--- src/rtl/dbf_pkg.sv ---
package dbf_pkg;
  typedef enum logic [1:0] {
    DBF_OFF       = 2'b00,
    DBF_SYMMETRIC = 2'b01,
    DBF_KEEP_LOW  = 2'b10,
    DBF_KEEP_HIGH = 2'b11
  } dbf_mode_e;
endpackage

--- src/rtl/dbf_sync.sv ---
module dbf_sync #(
  parameter int STAGES = 2
) (
  input  logic clk,
  input  logic rst_n,
  input  logic d_in,
  output logic q_out
);
  logic [STAGES-1:0] chain_q, chain_d;

  always_comb chain_d = {chain_q[STAGES-2:0], d_in};

  always_ff @(posedge clk or negedge rst_n) begin
    if (!rst_n) chain_q <= '0;
    else        chain_q <= chain_d;
  end

  assign q_out = chain_q[STAGES-1];
endmodule

--- src/rtl/dbf_prescale.sv ---
module dbf_prescale #(
  parameter int UNIT_A = 2,
  parameter int UNIT_B = 8,
  parameter int UNIT_C = 512,
  parameter int UNIT_D = 2048,
  parameter int PRE_W  = 11
) (
  input  logic       clk,
  input  logic       rst_n,
  input  logic       run,
  input  logic       rtc_tick,
  input  logic [1:0] unit_sel,
  output logic       unit_tick
);
  logic [PRE_W-1:0] pre_q, pre_d, last_val;
  logic             at_end;

  always_comb begin
    case (unit_sel)
      2'b00:   last_val = PRE_W'(UNIT_A - 1);
      2'b01:   last_val = PRE_W'(UNIT_B - 1);
      2'b10:   last_val = PRE_W'(UNIT_C - 1);
      default: last_val = PRE_W'(UNIT_D - 1);
    endcase
  end

  assign at_end    = (pre_q >= last_val);
  assign unit_tick = run && rtc_tick && at_end;

  always_comb begin
    pre_d = pre_q;
    if (!run)          pre_d = '0;
    else if (rtc_tick) pre_d = at_end ? '0 : pre_q + 1'b1;
  end

  always_ff @(posedge clk or negedge rst_n) begin
    if (!rst_n) pre_q <= '0;
    else        pre_q <= pre_d;
  end
endmodule

--- src/rtl/dbf_core.sv ---
module dbf_core
  import dbf_pkg::*;
#(
  parameter int CNT_W = 4
) (
  input  logic             clk,
  input  logic             rst_n,
  input  logic             primed,
  input  logic             lvl_in,
  input  logic [1:0]       mode,
  input  logic [CNT_W-1:0] tmr_limit,
  input  logic             unit_tick,
  output logic             timing,
  output logic [CNT_W-1:0] cnt_out,
  output logic             lvl_out
);
  logic             out_q, out_d;
  logic [CNT_W-1:0] cnt_q, cnt_d;
  logic             differs, fast_edge;

  assign differs = primed && (lvl_in != out_q);

  always_comb begin
    case (dbf_mode_e'(mode))
      DBF_OFF:       fast_edge = 1'b1;
      DBF_KEEP_LOW:  fast_edge = !lvl_in;
      DBF_KEEP_HIGH: fast_edge = lvl_in;
      default:       fast_edge = 1'b0;
    endcase
  end

  assign timing = differs && !fast_edge;

  always_comb begin
    out_d = out_q;
    cnt_d = cnt_q;
    if (!primed) begin
      out_d = lvl_in;
      cnt_d = '0;
    end else if (!differs) begin
      cnt_d = '0;
    end else if (fast_edge) begin
      out_d = lvl_in;
      cnt_d = '0;
    end else if (unit_tick) begin
      if (cnt_q >= tmr_limit) begin
        out_d = lvl_in;
        cnt_d = '0;
      end else begin
        cnt_d = cnt_q + 1'b1;
      end
    end
  end

  always_ff @(posedge clk or negedge rst_n) begin
    if (!rst_n) begin
      out_q <= 1'b0;
      cnt_q <= '0;
    end else begin
      out_q <= out_d;
      cnt_q <= cnt_d;
    end
  end

  assign lvl_out = out_q;
  assign cnt_out = cnt_q;
endmodule

--- src/rtl/dbf_filter.sv ---
module dbf_filter #(
  parameter int SYNC_STAGES = 2,
  parameter int CNT_W       = 4,
  parameter int UNIT_A      = 2,
  parameter int UNIT_B      = 8,
  parameter int UNIT_C      = 512,
  parameter int UNIT_D      = 2048
) (
  input  logic             clk,
  input  logic             rst_n,
  input  logic             rtc_tick,
  input  logic [1:0]       filt_mode,
  input  logic [1:0]       unit_sel,
  input  logic [CNT_W-1:0] tick_count,
  input  logic             pin_raw,
  output logic             pin_filt
);
  localparam int UMAX_AB    = (UNIT_A > UNIT_B) ? UNIT_A : UNIT_B;
  localparam int UMAX_CD    = (UNIT_C > UNIT_D) ? UNIT_C : UNIT_D;
  localparam int UMAX       = (UMAX_AB > UMAX_CD) ? UMAX_AB : UMAX_CD;
  localparam int PRE_W      = (UMAX > 2) ? $clog2(UMAX) : 1;
  localparam int SETTLE_END = SYNC_STAGES + 1;
  localparam int SET_W      = $clog2(SETTLE_END + 1);

  logic             sync_lvl, unit_tick, timing, primed;
  logic [CNT_W-1:0] tick_cnt;
  logic [SET_W-1:0] settle_q, settle_d;

  assign primed = (settle_q == SET_W'(SETTLE_END));

  always_comb settle_d = primed ? settle_q : settle_q + 1'b1;

  always_ff @(posedge clk or negedge rst_n) begin
    if (!rst_n) settle_q <= '0;
    else        settle_q <= settle_d;
  end

  dbf_sync #(.STAGES(SYNC_STAGES)) u_sync (
    .clk   (clk),
    .rst_n (rst_n),
    .d_in  (pin_raw),
    .q_out (sync_lvl)
  );

  dbf_prescale #(
    .UNIT_A(UNIT_A), .UNIT_B(UNIT_B), .UNIT_C(UNIT_C), .UNIT_D(UNIT_D), .PRE_W(PRE_W)
  ) u_pre (
    .clk       (clk),
    .rst_n     (rst_n),
    .run       (timing),
    .rtc_tick  (rtc_tick),
    .unit_sel  (unit_sel),
    .unit_tick (unit_tick)
  );

  dbf_core #(.CNT_W(CNT_W)) u_core (
    .clk       (clk),
    .rst_n     (rst_n),
    .primed    (primed),
    .lvl_in    (sync_lvl),
    .mode      (filt_mode),
    .tmr_limit (tick_count),
    .unit_tick (unit_tick),
    .timing    (timing),
    .cnt_out   (tick_cnt),
    .lvl_out   (pin_filt)
  );
endmodule

--- config.mk ---
export PLATFORM = sky130hd
export DESIGN_NAME = dbf_filter
export DESIGN_NICKNAME = d
export VERILOG_FILES = /design/src/rtl/dbf_pkg.sv /design/src/rtl/dbf_sync.sv /design/src/rtl/dbf_prescale.sv /design/src/rtl/dbf_core.sv /design/src/rtl/dbf_filter.sv
export SDC_FILE = /design/constraint.sdc
export NUM_CORES = 1
export LEC_CHECK = 0
export BUFFER_PORTS_ARGS = -buffer_cell sky130_fd_sc_hd__buf_2
export CAP_MARGIN = 10
export CELL_PAD_IN_SITES_DETAIL_PLACEMENT = 1
export CELL_PAD_IN_SITES_GLOBAL_PLACEMENT = 1
export CORE_UTILIZATION = 45
export CTS_CLUSTER_SIZE = 16
export DETAILED_ROUTE_END_ITERATION = 10
export GPL_TIMING_DRIVEN = 0
export PLACE_DENSITY = 0.81
export REMOVE_ABC_BUFFERS = 1
export SYNTH_ARGS = -nofsm -noshare
export SYNTH_HDL_FRONTEND = slang
export SYNTH_SLANG_ARGS = --single-unit
--- constraint.sdc ---
create_clock -name clk -period 2.9 [get_ports clk]
set_input_delay 0.29 -clock clk [delete_from_list [all_inputs] [get_ports clk]]
set_output_delay 0.29 -clock clk [all_outputs]
set_load 0.03 [all_outputs]
==> summary.txt <==
Seq pwr share: 0.569
Max VDD drop: 0.1959 mV
Worst EP required: 3080 ps
total grt overflow: 0
M2 GR Usage: 0.4499
WP data arrival: 2790 ps
grt peak-use layer: met2
cell count after synthesis: 148
standard cell core area: 2853 µm²
actual slew at the worst max-slew pin: 681.7 ps
highest-delay cell along the critical path: o211a_1
1st-pass router iterations: 9
post-layout util: 0.5320
Ant. Diodes: 0
PortBufs: 12
gpl congestion: 0.7959
WL per Instance: 18.52 µm
Final Hold Vio Count: 0
Int Power: 0.3620 mW
Post-Route WL: 3538 µm
setup ws final: 286.2 ps
crit end category: flip-flop
via/cell ratio: 6.539
Yosys cell types: 45
crit-path cells: ha_1 > a211o_1 > a21oi_1 > o211a_1 > nand3_2 > o311ai_0
crit path time final: 2614 ps
Yosys top cell by area: dfrtp_1
Post-Syn Area: 1408 µm²
Leak Pwr: 0.6981 nW
Setup TNS Final: 0 ps
Post-synth EDFFs: 0
number of CTS-inserted buffers: 3
I/O pins: 13
Combinational Power Share: 0.162
Net Sw Frac: 0.2868
Synth area leaders: dfrtp_1 36%, ha_1 15%, nand3_1 3.6%
post-route ant nets: 0
CP max stage delay: 560 ps
largest net degree at the start of global routing: 21
Rel. slew slack: 0.5338
total global-route track usage: 0.2404
P_sw: 0.1455 mW
Die X: 57.93 µm
area added between synthesis and finish: 7.823%
top_reg_cell synth: dfrtp_1
clk buf depth: 2
# nets final: 191
via count of the first global-routing pass: 1301
layout cells sized above 1: 0.1313
Avg Inst Size Synth: 9.511 µm²
FMAX: 0.3826 GHz
Power Dens Cells: 334.4 nW/µm²
Critical Path Source Type: flip-flop
Slew Limit Fails: 0
maxcap violations: 0
first-pass GRT wire length: 6065 µm
Yosys top cell area share: 0.3556
dpl ws: 184.0 ps
Die Ht: 57.93 µm
Iter 0 DRT Violations: 29
Crit path max-delay family: compound AO/OA/AOI/OAI gates
Post-synth ARST share: 1.000
yosys warns: 0
hold crit path type: in2reg
synth cell count leaders: 20 x dfrtp_1, 17 x ha_1, 13 x nand2_1, 10 x inv_1, 10 x nand3_1
skew final: 7.853 ps
post-DP HPWL: 2735 µm
flops & latches, synth: 20
die area: 3356 µm²
worst skew pair latency: 300 ps
Initial Util: 0.4934
global routing met1 resource utilization: 0.2790
DRC: 1
Vias: 1249
antenna violations before repair: 0
final setup fails: 0
htree depth: 1
critical path class: reg2reg
clock share of power: 0.268
Reg clk slew, reported paths: 120 ps
grt met3 use: 0.02232
failing checks: design-rule violations
clock root cell: clkbuf_4
CTS tree: done
RSZ-0062 raised after global routing: no
CP bufs+invs: 0
status: finished with violations
top-count cell post-synth: dfrtp_1
Seq/Total Area, Yosys: 0.3556
CTS Sinks: 20
Rows: 19
Crit Path Max Fanout: 18
final cycle utilization of the critical path: 0.9013
worst hold margin: 86.61 ps
[registers in the layout, indices dropped and copies added (netlist names)]
signal,cells
u_pre.pre_q,11
u_core.cnt_out,4
u_sync.chain_q,2
u_core.lvl_out,1
settle_q,2
[power by group through the flow]
stage,clock (mW),sequential [mW],combinational (mW)
after detailed placement,0,0.294,0.0814
after global routing,0.153,0.290,0.0916
after floorplan,0,0.297,0.0445
after global placement,0,0.294,0.0747
after CTS,0.138,0.289,0.0834
final,0.136,0.289,0.0824
[final timing paths]
path / cells after the start / end / from / slack, ps
min: 1 / u_sync.chain_q[0]$_DFF_PN0_ / pin_raw / 90
min reg2reg: 0 / u_sync.chain_q[1]$_DFF_PN0_ / u_sync.chain_q[0]$_DFF_PN0_ / 370
min in group asynchronous: 2 / u_core.cnt_out[3]$_DFFE_PN0P_ / rst_n / 450
max in group asynchronous: 2 / u_pre.pre_q[3]$_DFFE_PN0P_ / rst_n / 2120
max: 6 / u_pre.pre_q[2]$_DFFE_PN0P_ / u_pre.pre_q[8]$_DFFE_PN0P_ / 290
max reg2reg: 6 / u_pre.pre_q[2]$_DFFE_PN0P_ / u_pre.pre_q[8]$_DFFE_PN0P_ / 290
[per-layer routing]
layer / routed length [µm] / part of all wire
met4: 38 / 0.011
met1: 1460 / 0.41
met3: 56 / 0.016
met2: 1982 / 0.56
met5: 0 / 0
[worst reg2reg max path: cells and delay by family (launching register included)]
kind	cells	cell delay [ps]
fa+ha+maj	1	320
simple gates	1	300
flops	1	460
compound gates	4	1410
[layout make-up]
| class | instances | area [µm²] |
|---|---|---|
| clock buffer | 3 | 22.52 |
| fill | 342 | 1335 |
| inverter | 11 | 41.29 |
| multi-input combinational | 113 | 844.6 |
| sequential | 20 | 500.5 |
| tap | 31 | 38.79 |
| timing repair buffer | 13 | 70.07 |
[stage by stage]
stage	power, mW	instance area [µm²]	cells
global route	0.5344	1518	191
floorplan	0.3419	1386	144
CTS	0.5101	1518	191
detailed placement	0.3759	1485	187
finish	0.5075	1518	191
global placement	0.3688	1485	187
[kinds of logic (layout without fill, tap and decap cells)]
group	Yosys count	in the layout	share of synthesized area
AND/OR/NAND/NOR	51	51	0.2071
multiplexers	3	3	0.02311
flip-flops	20	20	0.3556
adder cells (fa/ha/maj)	17	17	0.1511
AO/OA/AOI/OAI	40	40	0.2062
buffers and inverters	15	27	0.04444
XOR/XNOR	2	2	0.01245
[timing repair]
item | CTS | global route
buffers inserted | 0 | 0
resized for setup | 0 | 0
hold buffers | 1 | 0
endpoints found under the hold margin | 20 | 0
[cell usage in the layout, fill, tap and decap left out, drive strengths merged, types with 3 or more instances in the layout]
| cell type | n |
|---|---|
| dfrtp | 20 |
| ha | 17 |
| nand2 | 13 |
| buf | 12 |
| inv | 11 |
| nand3 | 11 |
| and3 | 6 |
| a21oi | 6 |
| nand4 | 5 |
| o31ai | 5 |
| o22ai | 5 |
| a22oi | 4 |
| nor2 | 3 |
| o21a | 3 |
| a31oi | 3 |
| clkbuf | 3 |
Note: power is estimated with default switching activity, not from simulation.
